`src/rtl/adc_seq_pkg.sv`:
```
package adc_seq_pkg;
  localparam int SAMPLE_W = 20;
  localparam int NUM_CH   = 12;
  localparam int NUM_SLOT = 8;
  localparam int CH_SEL_W = 4;
  localparam int SLOT_W   = $clog2(NUM_SLOT);
  localparam int NUM_IRQ  = 12;
  localparam int IRQ_CONV = 0;
  localparam logic [7:0] TRIG_KEY = 8'h37;

  // word indices (byte address >> 2)
  localparam int W_CTRL  = 0;
  localparam int W_TRIG  = 1;
  localparam int W_SLOT0 = 4;
  localparam int W_PEEK  = 12;
  localparam int W_RPOP  = 13;
  localparam int W_IEN   = 16;
  localparam int W_IST   = 17;
  localparam int W_ICLR  = 18;
  localparam int W_ISET  = 19;

  localparam int CTRL_EN   = 0;
  localparam int CTRL_RPOP = 12;
  localparam int CTRL_OVF  = 16;

  typedef struct packed {
    logic [SLOT_W-1:0]   slot;
    logic [SAMPLE_W-1:0] data;
  } entry_t;
endpackage

```
`src/rtl/adc_seq_fifo.sv`:
```
module adc_seq_fifo #(
  parameter int DW    = 23,
  parameter int DEPTH = 16,
  localparam int PW   = (DEPTH > 1) ? $clog2(DEPTH) : 1,
  localparam int CW   = $clog2(DEPTH + 1)
) (
  input  logic          clk_i,
  input  logic          rst_ni,
  input  logic          flush_i,
  input  logic          push_i,
  input  logic          pop_i,
  input  logic [DW-1:0] wdata_i,
  output logic [DW-1:0] rdata_o,
  output logic [CW-1:0] count_o,
  output logic          empty_o,
  output logic          drop_o
);
  logic [DW-1:0] mem [DEPTH];
  logic [PW-1:0] wr_ptr, rd_ptr;
  logic full, do_push, do_pop;

  function automatic logic [PW-1:0] nxt(input logic [PW-1:0] p);
    return (p == PW'(DEPTH - 1)) ? '0 : p + 1'b1;
  endfunction

  assign empty_o = (count_o == '0);
  assign full    = (count_o == CW'(DEPTH));
  assign do_pop  = pop_i && !empty_o && !flush_i;
  assign do_push = push_i && (!full || do_pop) && !flush_i;
  assign drop_o  = push_i && full && !do_pop && !flush_i;
  assign rdata_o = mem[rd_ptr];

  always_ff @(posedge clk_i) begin
    if (do_push) mem[wr_ptr] <= wdata_i;
  end

  always_ff @(posedge clk_i or negedge rst_ni) begin
    if (!rst_ni) begin
      wr_ptr  <= '0;
      rd_ptr  <= '0;
      count_o <= '0;
    end else if (flush_i) begin
      wr_ptr  <= '0;
      rd_ptr  <= '0;
      count_o <= '0;
    end else begin
      if (do_push) wr_ptr <= nxt(wr_ptr);
      if (do_pop)  rd_ptr <= nxt(rd_ptr);
      if (do_push && !do_pop)      count_o <= count_o + 1'b1;
      else if (do_pop && !do_push) count_o <= count_o - 1'b1;
    end
  end
endmodule

```
`src/rtl/adc_seq_scanner.sv`:
```
module adc_seq_scanner #(
  parameter int NS = 8,
  parameter int NC = 12,
  parameter int SW = 20,
  parameter int CW = 4,
  localparam int LW = (NS > 1) ? $clog2(NS) : 1
) (
  input  logic                  clk_i,
  input  logic                  rst_ni,
  input  logic                  start_i,
  input  logic [NS-1:0]         slot_en_i,
  input  logic [NS-1:0][CW-1:0] slot_ch_i,
  input  logic [NC-1:0][SW-1:0] chan_i,
  output logic                  push_o,
  output logic [SW-1:0]         push_data_o,
  output logic [LW-1:0]         push_slot_o,
  output logic                  busy_o
);
  logic [LW-1:0] idx_q;
  logic [CW-1:0] sel;
  logic          cur_en;

  always_ff @(posedge clk_i or negedge rst_ni) begin
    if (!rst_ni) begin
      busy_o <= 1'b0;
      idx_q  <= '0;
    end else if (busy_o) begin
      if (idx_q == LW'(NS - 1)) begin
        busy_o <= 1'b0;
        idx_q  <= '0;
      end else begin
        idx_q <= idx_q + 1'b1;
      end
    end else if (start_i) begin
      busy_o <= 1'b1;
      idx_q  <= '0;
    end
  end

  always_comb begin
    sel    = '0;
    cur_en = 1'b0;
    for (int s = 0; s < NS; s++) begin
      if (idx_q == LW'(s)) begin
        sel    = slot_ch_i[s];
        cur_en = slot_en_i[s];
      end
    end
  end

  always_comb begin
    push_data_o = '0;
    for (int c = 0; c < NC; c++) begin
      if (32'(sel) == c) push_data_o = chan_i[c];
    end
  end

  assign push_o      = busy_o && cur_en;
  assign push_slot_o = idx_q;
endmodule

```
`src/rtl/adc_seq_irq.sv`:
```
module adc_seq_irq #(
  parameter int N = 12
) (
  input  logic         clk_i,
  input  logic         rst_ni,
  input  logic         en_we_i,
  input  logic [N-1:0] en_wdata_i,
  input  logic [N-1:0] set_i,
  input  logic [N-1:0] clr_i,
  output logic [N-1:0] enable_o,
  output logic [N-1:0] status_o,
  output logic         irq_o
);
  always_ff @(posedge clk_i or negedge rst_ni) begin
    if (!rst_ni) begin
      enable_o <= '0;
      status_o <= '0;
    end else begin
      if (en_we_i) enable_o <= en_wdata_i;
      status_o <= (status_o & ~clr_i) | set_i;
    end
  end

  assign irq_o = |(status_o & enable_o);
endmodule

```
`src/rtl/adc_scan_seq.sv`:
```
module adc_scan_seq
  import adc_seq_pkg::*;
#(
  parameter int FIFO_DEPTH = 16,
  parameter int ADDR_W     = 8
) (
  input  logic                       clk_i,
  input  logic                       rst_ni,
  input  logic                       reg_we_i,
  input  logic                       reg_re_i,
  input  logic [ADDR_W-1:0]          reg_addr_i,
  input  logic [31:0]                reg_wdata_i,
  output logic [31:0]                reg_rdata_o,
  input  logic [NUM_CH*SAMPLE_W-1:0] chan_data_i,
  output logic                       irq_o
);
  localparam int CNT_W = $clog2(FIFO_DEPTH + 1);
  localparam int ENT_W = SLOT_W + SAMPLE_W;

  logic [31:0] word_idx;
  assign word_idx = 32'(reg_addr_i[ADDR_W-1:2]);

  logic is_ctrl, is_trig, is_peek, is_rpop, is_ien, is_iclr, is_iset;
  assign is_ctrl = (word_idx == W_CTRL);
  assign is_trig = (word_idx == W_TRIG);
  assign is_peek = (word_idx == W_PEEK);
  assign is_rpop = (word_idx == W_RPOP);
  assign is_ien  = (word_idx == W_IEN);
  assign is_iclr = (word_idx == W_ICLR);
  assign is_iset = (word_idx == W_ISET);

  logic en_q, rpop_q, ovf_q;
  logic [NUM_SLOT-1:0]               slot_en_q;
  logic [NUM_SLOT-1:0][CH_SEL_W-1:0] slot_ch_q;
  logic [NUM_CH-1:0][SAMPLE_W-1:0]   chan;

  assign chan = chan_data_i;

  // config lock: only a disabling control write passes while enabled
  logic cfg_ok, flush;
  assign cfg_ok = !en_q || (is_ctrl && !reg_wdata_i[CTRL_EN]);
  assign flush  = reg_we_i && is_ctrl && en_q && !reg_wdata_i[CTRL_EN];

  always_ff @(posedge clk_i or negedge rst_ni) begin
    if (!rst_ni) begin
      en_q   <= 1'b0;
      rpop_q <= 1'b0;
    end else if (reg_we_i && is_ctrl && cfg_ok) begin
      en_q   <= reg_wdata_i[CTRL_EN];
      rpop_q <= reg_wdata_i[CTRL_RPOP];
    end
  end

  for (genvar s = 0; s < NUM_SLOT; s++) begin : g_slot
    logic slot_we;
    assign slot_we = reg_we_i && cfg_ok && (word_idx == W_SLOT0 + s);
    always_ff @(posedge clk_i or negedge rst_ni) begin
      if (!rst_ni) begin
        slot_en_q[s] <= 1'b0;
        slot_ch_q[s] <= '0;
      end else if (slot_we) begin
        slot_en_q[s] <= reg_wdata_i[0];
        if (32'(reg_wdata_i[8 +: CH_SEL_W]) < NUM_CH) slot_ch_q[s] <= reg_wdata_i[8 +: CH_SEL_W];
      end
    end
  end

  // scan engine
  logic                scan_push, scan_busy, scan_start;
  logic [SAMPLE_W-1:0] scan_data;
  logic [SLOT_W-1:0]   scan_slot;

  assign scan_start = reg_we_i && is_trig && (reg_wdata_i[7:0] == TRIG_KEY) && !scan_busy;

  adc_seq_scanner #(
    .NS(NUM_SLOT), .NC(NUM_CH), .SW(SAMPLE_W), .CW(CH_SEL_W)
  ) i_scanner (
    .clk_i       (clk_i),
    .rst_ni      (rst_ni),
    .start_i     (scan_start),
    .slot_en_i   (slot_en_q),
    .slot_ch_i   (slot_ch_q),
    .chan_i      (chan),
    .push_o      (scan_push),
    .push_data_o (scan_data),
    .push_slot_o (scan_slot),
    .busy_o      (scan_busy)
  );

  // result queue
  entry_t           push_ent, head;
  logic [ENT_W-1:0] head_raw;
  logic [CNT_W-1:0] fifo_count;
  logic             fifo_empty, fifo_drop, fifo_pop;

  assign push_ent.slot = scan_slot;
  assign push_ent.data = scan_data;
  assign head          = entry_t'(head_raw);
  assign fifo_pop      = (reg_we_i && is_peek) || (reg_re_i && is_rpop && rpop_q);

  adc_seq_fifo #(
    .DW(ENT_W), .DEPTH(FIFO_DEPTH)
  ) i_fifo (
    .clk_i   (clk_i),
    .rst_ni  (rst_ni),
    .flush_i (flush),
    .push_i  (scan_push),
    .pop_i   (fifo_pop),
    .wdata_i (push_ent),
    .rdata_o (head_raw),
    .count_o (fifo_count),
    .empty_o (fifo_empty),
    .drop_o  (fifo_drop)
  );

  always_ff @(posedge clk_i or negedge rst_ni) begin
    if (!rst_ni)        ovf_q <= 1'b0;
    else if (flush)     ovf_q <= 1'b0;
    else if (fifo_drop) ovf_q <= 1'b1;
  end

  // interrupts
  logic [NUM_IRQ-1:0] irq_set, irq_clr, irq_en, irq_st;

  always_comb begin
    irq_set = (reg_we_i && is_iset) ? reg_wdata_i[NUM_IRQ-1:0] : '0;
    irq_set[IRQ_CONV] = irq_set[IRQ_CONV] | scan_push;
  end
  assign irq_clr = (reg_we_i && is_iclr) ? reg_wdata_i[NUM_IRQ-1:0] : '0;

  adc_seq_irq #(.N(NUM_IRQ)) i_irq (
    .clk_i      (clk_i),
    .rst_ni     (rst_ni),
    .en_we_i    (reg_we_i && is_ien),
    .en_wdata_i (reg_wdata_i[NUM_IRQ-1:0]),
    .set_i      (irq_set),
    .clr_i      (irq_clr),
    .enable_o   (irq_en),
    .status_o   (irq_st),
    .irq_o      (irq_o)
  );

  // read mux
  logic [SAMPLE_W-1:0] head_data;
  logic [SLOT_W-1:0]   head_slot;
  logic [7:0]          cnt8;
  logic                rp_vis;

  assign head_data = fifo_empty ? '0 : head.data;
  assign head_slot = fifo_empty ? '0 : head.slot;
  assign cnt8      = 8'(fifo_count);
  assign rp_vis    = rpop_q;

  always_comb begin
    reg_rdata_o = '0;
    if (is_ctrl) begin
      reg_rdata_o[CTRL_EN]   = en_q;
      reg_rdata_o[CTRL_RPOP] = rpop_q;
      reg_rdata_o[CTRL_OVF]  = ovf_q;
    end else if (is_peek) begin
      reg_rdata_o = {1'b0, head_slot, cnt8, head_data};
    end else if (is_rpop) begin
      reg_rdata_o = {1'b0, rp_vis ? head_slot : '0, cnt8, rp_vis ? head_data : '0};
    end else if (is_ien) begin
      reg_rdata_o[NUM_IRQ-1:0] = irq_en;
    end else if (word_idx == W_IST) begin
      reg_rdata_o[NUM_IRQ-1:0] = irq_st;
    end else begin
      for (int s = 0; s < NUM_SLOT; s++) begin
        if (word_idx == W_SLOT0 + s) begin
          reg_rdata_o[0]               = slot_en_q[s];
          reg_rdata_o[8 +: CH_SEL_W]   = slot_ch_q[s];
        end
      end
    end
  end
endmodule

```
`config.mk`:
```
export PLATFORM = sky130hd
export DESIGN_NAME = adc_scan_seq
export DESIGN_NICKNAME = d
export VERILOG_FILES = /design/src/rtl/adc_seq_pkg.sv /design/src/rtl/adc_seq_fifo.sv /design/src/rtl/adc_seq_scanner.sv /design/src/rtl/adc_seq_irq.sv /design/src/rtl/adc_scan_seq.sv
export SDC_FILE = /design/constraint.sdc
export NUM_CORES = 1
export LEC_CHECK = 0
export CAP_MARGIN = 15
export CORE_MARGIN = 5
export CORE_UTILIZATION = 55
export CTS_CLUSTER_DIAMETER = 80
export CTS_CLUSTER_SIZE = 12
export DETAILED_ROUTE_END_ITERATION = 16
export HOLD_SLACK_MARGIN = 0.03
export PLACE_DENSITY = 0.79
export SLEW_MARGIN = 30
export SYNTH_ARGS = -nofsm -noshare
export SYNTH_HDL_FRONTEND = slang
export SYNTH_SLANG_ARGS = --single-unit
```
`constraint.sdc`:
```
create_clock -name clk_i -period 12.3 [get_ports clk_i]
set_input_delay 1.23 -clock clk_i [delete_from_list [all_inputs] [get_ports clk_i]]
set_output_delay 1.23 -clock clk_i [all_outputs]
set_load 0.01 [all_outputs]
```
After elaboration in Yosys (flattened, before gate mapping)
Memories as Yosys holds them, arrays and structs flattened. Index checks and enable logic that the tools add are counted.

Flip-flop bits (word level): 84. Bits in writable memories: 368. Input port bits: 284. Output and inout bits: 33. Word-level logic and storage cells: 219. Memories: 1.

Add/sub/neg operators: 5. Magnitude comparators: 1. Equality and inequality tests: 37. Multiplexer cells: 82. Bitwise operators: 5. Reductions and logical operators: 62.

Memory list: i_fifo.mem (words 16, width 23, rd ports 1, clocked after Yosys merged registers in 0, wr ports 1, RTL line adc_seq_fifo.sv:18) `logic [DW-1:0] mem [DEPTH];`.

Operators by type and width (count): $mux 20 (14); $mux 4 (23); $mux 12 (4); $eq 6x4->1 const B (6); $logic_and 1x1->1 (33); $logic_not 32->1 (1); $mux 31 (1); $mux 1 (27); $and 12x12->12 (2); $eq 4x4->1 const B (6); $eq 6x3->1 const B (4); $eq 6x5->1 const B (4); $mux 19 (1); $mux 3 (6); $eq 4x3->1 const B (4); $reduce_and 2->1 (8); $mux 15 (1); $mux 5 (3); $eq 3x3->1 const B (4); $not 12->12 (1); $or 12x12->12 (1); $reduce_or 12->1 (1); $mux 11 (1); $add 4x1->4 const B (2); 20 further kinds (34).

Logic depth before layout (Yosys ltp)
Depth in word-level cells: 22. Gate-level depth with buffers: 17. Mapped depth without buffers: 15.

Hierarchy
From an unflattened synthesis, not the netlist that was laid out.

Cell total of the unflattened synthesis: 1706. Area total of the unflattened synthesis: 22029.9 um^2.

By module, submodules not included: adc_seq_fifo (instances 1, cells each 779, area each 15013.1 um^2); adc_seq_scanner (instances 1, cells each 520, area each 3047.9 um^2); adc_scan_seq (instances 1, cells each 339, area each 3009.1 um^2); adc_seq_irq (instances 1, cells each 68, area each 959.7 um^2).

Worst setup path after synthesis
OpenSTA, ideal clock, no wires.

Path kind: input to register. Start point: input port reg_addr_i[7]. End point: memory i_fifo.mem[3][0] (enable). Setup time: 432 ps. Arrival: 4178 ps. Path slack: 7690 ps. Stages on the path: 8. Path buffers: 0. Cells stage by stage: nor2_1 -> and4b_1 -> o21ai_0 -> a21oi_1 -> o21bai_4 -> nor2_1 -> nand2_1 -> nor3_1.

Longest elaborated chain between the ends: 11. Elaborated cells between the ends (all ways): 18. Those cells by class: eq/ne: 2; mux: 2; reduce/logical: 14.

Ends and longest elaborated chain: start, declared (RTL line adc_scan_seq.sv:11) `input logic [ADDR_W-1:0] reg_addr_i,`; $logic_not 32->1 or $eq 6x4->1 (tied branches) (RTL line adc_scan_seq.sv:24, adc_scan_seq.sv:27); $logic_and 1x1->1, on equally long branches (2 in series) (RTL line adc_scan_seq.sv:42, adc_scan_seq.sv:99); $logic_and 1x1->1 or $logic_or 1x1->1 (tied branches) (RTL line adc_scan_seq.sv:42, adc_scan_seq.sv:99); $logic_not 1->1 or $logic_and 1x1->1 (tied branches) (RTL line adc_seq_fifo.sv:28, adc_seq_fifo.sv:29); $logic_and 1x1->1 (RTL line adc_seq_fifo.sv:28) `assign do_pop = pop_i && !empty_o && !flush_i;`; $logic_or 1x1->1 (RTL line adc_seq_fifo.sv:29) `assign do_push = push_i && (!full || do_pop) && !flush_i;`; $logic_and 1x1->1 (RTL line adc_seq_fifo.sv:29); $logic_and 1x1->1 * (RTL line adc_seq_fifo.sv:29); $mux 1 * (RTL line adc_seq_fifo.sv:34) `if (do_push) mem[wr_ptr] <= wdata_i;`; $mux 1 (implied by the code) * (RTL line adc_seq_fifo.sv:34); end, declared (RTL line adc_seq_fifo.sv:18).

Mark *: on every way between the ends. The rest lies on a longest branch, timed or not.

Final worst setup path
Start point: register i_fifo.rd_ptr[1]. End point: output port reg_rdata_o[3].

Longest elaborated chain between the ends: 6.

Ends and longest elaborated chain: start, declared (RTL line adc_seq_fifo.sv:19) `logic [PW-1:0] wr_ptr, rd_ptr;`; start signal, assigned (RTL line adc_seq_fifo.sv:48) `if (do_pop) rd_ptr <= nxt(rd_ptr);`; $mem_v2 16x23 *; $mux 20 * (RTL line adc_scan_seq.sv:149) `assign head_data = fifo_empty ? '0 : head.data;`; $mux 20 (RTL line adc_scan_seq.sv:163) `reg_rdata_o = {1'b0, rp_vis ? head_slot : '0, cnt8, rp_vis ? head_data : '0};`; $mux 12 (RTL line adc_scan_seq.sv:162) `end else if (is_rpop) begin`; $mux 31 * (RTL line adc_scan_seq.sv:160) `end else if (is_peek) begin`; $mux 11 * (RTL line adc_scan_seq.sv:156) `if (is_ctrl) begin`; end, declared (RTL line adc_scan_seq.sv:13) `output logic [31:0] reg_rdata_o,`.

Marked as above.

==> impl_results.md <==
- DP HPWL: 42.9 mm
- Tcrit/Tclk final: 47.7%
- Finished Layout Cells: 2,336
- Final Max Tran Viols: 0
- Reg clk slew, reported paths: 0.07 ns
- Layout cells sized above 1: approximately 15%
- # Post-CTS Setup Buffers: 0
- Distinct cells, synth: slightly below 80
- DIE AREA: 42,900 um2
- Vias in the first global route: about 16k
- Setup WS post-layout: roughly 6.4 ns
- Max FO, Critical Path: 40
- Post-synth EDFFs: 368
- Arrival @ worst endpoint: 4.63 ns
- Detailed Route WL: 64.5 mm
- Worst hold slack: slightly above 0.5 ns
- Commonest non-fill, non-tap cell in the layout: edfxtp_1
- Maximum root-to-sink buffer count: 3
- HP Class: register to register
- PwrDens: 154 nW/um2
- Routed len/inst: 27.6 um
- TritonCTS clock tree: done
- Layout area overhead: 21.7%
- LEAKAGE: 8.87 nW
- Max Clk Rate: 171 MHz
- Fillers: approximately 2.8k
- Nature of the critical path endpoint: primary output
- Asr flop ratio synth: 18.6%
- Setup Crit Path Kind: register to primary output
- Clock skew: approximately 0.02 ns
- Die height: 207 um
- RSZ-0062 raised after global routing: false
- Kind of cell adding the most delay to the critical path: compound AO/OA/AOI/OAI gates
- GP Congestion: roughly 0.93
- CP peak stage delay: roughly 0.9 ns
- Final Hold Violating Endpoints: 0
- Final min period: between 5 and 6 ns
- Post-route ant nets: 0
- Initial DRC Count: 1,844
- IO Pins: 317
- Initial antenna violation count: 8
- Slowest cell on the critical path: dfrtp_2
- Drt first pass iters: 7
- Status: finished clean
- Sequential share of the synthesized area: 61.5%
- Largest net degree at the start of global routing: 108
- Hold_buf cts: 0
- Max-Cap Viols: 0
- GR Overflow Total: 0
- H-tree depth: 2
- Core Region: 38,600 um2
- Nets: 2,095
- Setup TNS: 0 ns
- Main flop type after synthesis: edfxtp_1
- Yosys warning total: 0
- Total CTS buffers: 43
- Post-DR vias/cell: ~6.4
- Worst VDD drop: 0.113 mV
- Worst slew pin tran: 0.984 ns
- Area of the mapped netlist: 21,400 um2
- First-pass GRT wire length: 96.0 mm
- Synth Register Bits: 452
- Floorplan row count: 72
- Via Count: between 10k and 15k
- Latest clock arrival within the worst-skew pair: 0.55 ns
- WP buf/inv: 2
- Cells after Synth: 1,523
- Gates resized, CTS repair: 0
- Endpoints failing setup: 0
- Dpl ws: 6.68 ns
- Width of the die: roughly 210 um
- CP Launch Type: register
- CTS Sinks: 452
- PortBufs: about 290
- Commonest non-fill, non-tap cells in the layout: edfxtp_1 (368), clkdlybuf4s50_1 (290), nand2_1 (150), mux4_2 (87), dfrtp_1 (82)
- Slew margin rel.: between 30% and 40%
- Root buffer cell: clkbuf_16
- Total track usage: between 20% and 30%
- # placed instances: 2,269
- Remaining DRCs: 0
- Starting Density: a little under three fifths
- CP required: ~11 ns
- Syn_area_per_cell: 14.0 um2
- Crit path cell chain: buf_4, nand2b_1, o21ai_0, a21oi_1, o21ai_0, a21oi_1, a221o_1, clkdlybuf4s50_1
logic make-up after synthesis:
kind of cell    count (synthesis)  synth area share (%)
flops                         452                  61.5
compound gates                363                  11.9
simple gates                  354                  7.50
mux                           203                  14.9
buf+inv                       129                  2.97
fa+ha+maj                      15                 0.913
xor+xnor                        6                 0.246
other cells                     1                0.0175
worst reg2reg max path, cell delays in order (launching register included):
cell and delay (ns):
dfrtp_1 0.98, inv_1 0.39, ha_1 0.43, or2_1 0.35, a221oi_2 0.27, o221ai_2 0.18, nand2_4 0.21, buf_4 0.58
and3_4 0.52, a31oi_1 0.12, a22oi_1 0.24, a221o_1 0.59
per-layer routing:
metal  vias to the layer above  wire, um  track usage [%]
met5                         -         0                0
met2                       874     32500             49.2
met3                       153      5060             4.25
met1                      7416     23300             37.3
met4                         0      3660             15.4
li1                       6510         -                -
path summary, 6_finish.rpt:
kind | start | to | slack, ns | cells after the start
min in group asynchronous | rst_ni | i_fifo.count_o[1] | 0.71 | 1
setup reg to reg | i_scanner.push_slot_o[2] | i_fifo.mem[3][19] | 7.14 | 11
setup / recovery | i_fifo.rd_ptr[1] | reg_rdata_o[3] | 6.44 | 8
hold / removal | ovf_q | ovf_q | 0.51 | 2
max in group asynchronous | rst_ni | i_fifo.rd_ptr[0] | 10.99 | 1
hold reg to reg | ovf_q | ovf_q | 0.51 | 2
through the flow:
step / total power [mW] / instance area (um2) / utilization, %
final: 4.00 / 26000 / 67.5
after global routing: 4.16 / 26000 / 67.5
after CTS: 4.01 / 26000 / 67.4
after detailed placement: 2.84 / 24800 / 64.3
after global placement: 2.81 / 24800 / 64.3
after floorplan: 2.52 / 21400 / -
sequential cells by signal (all words and copies together), names as in the netlist:
register,flops
i_scanner.push_slot_o,3
en_q,1
i_fifo.wr_ptr,4
i_irq.status_o,12
i_fifo.rd_ptr,4
i_irq.enable_o,12
ovf_q,1
rp_vis,1
i_fifo.mem,368
i_fifo.count_o,5
slot_ch_q,32
slot_en_q,8
i_scanner.busy_o,1
power breakdown:
group / internal (mW) / leakage [nW] / total (mW) / switching [mW]
registers: 1.85 / 4.38 / 1.91 / 0.0522
logic: 0.390 / 3.92 / 0.911 / 0.522
clock network: 0.657 / 0.574 / 1.19 / 0.528
area by class of cell:
| type | instances | area, um2 | share of cell area (%) |
|---|---|---|---|
| well taps | 518 | 648 | 2.49 |
| multi-input cells | 945 | 7710 | 29.6 |
| inverters | 24 | 90.1 | 0.346 |
| clock buffers | 56 | 1120 | 4.32 |
| repair buffers | 330 | 3220 | 12.4 |
| flip-flops and latches | 452 | 13200 | 50.6 |
| clock inverters | 3 | 58.8 | 0.226 |
| diodes | 8 | 20.0 | 0.0769 |
synth_stat cells, types with 20 or more instances:
cell type | count | area [um2]
edfxtp_1 | 368 | 11100
nand2_1 | 151 | 567
mux4_2 | 87 | 1960
dfrtp_1 | 84 | 2100
nor2_1 | 82 | 308
o21ai_0 | 72 | 360
a21oi_1 | 70 | 350
mux2_2 | 59 | 664
mux2i_1 | 57 | 571
clkbuf_1 | 48 | 180
nand3_1 | 41 | 205
a22oi_1 | 37 | 278
buf_2 | 31 | 155
inv_1 | 24 | 90.1
a22o_1 | 20 | 175
a31oi_1 | 20 | 125
Power figures use the tool's default switching activity.
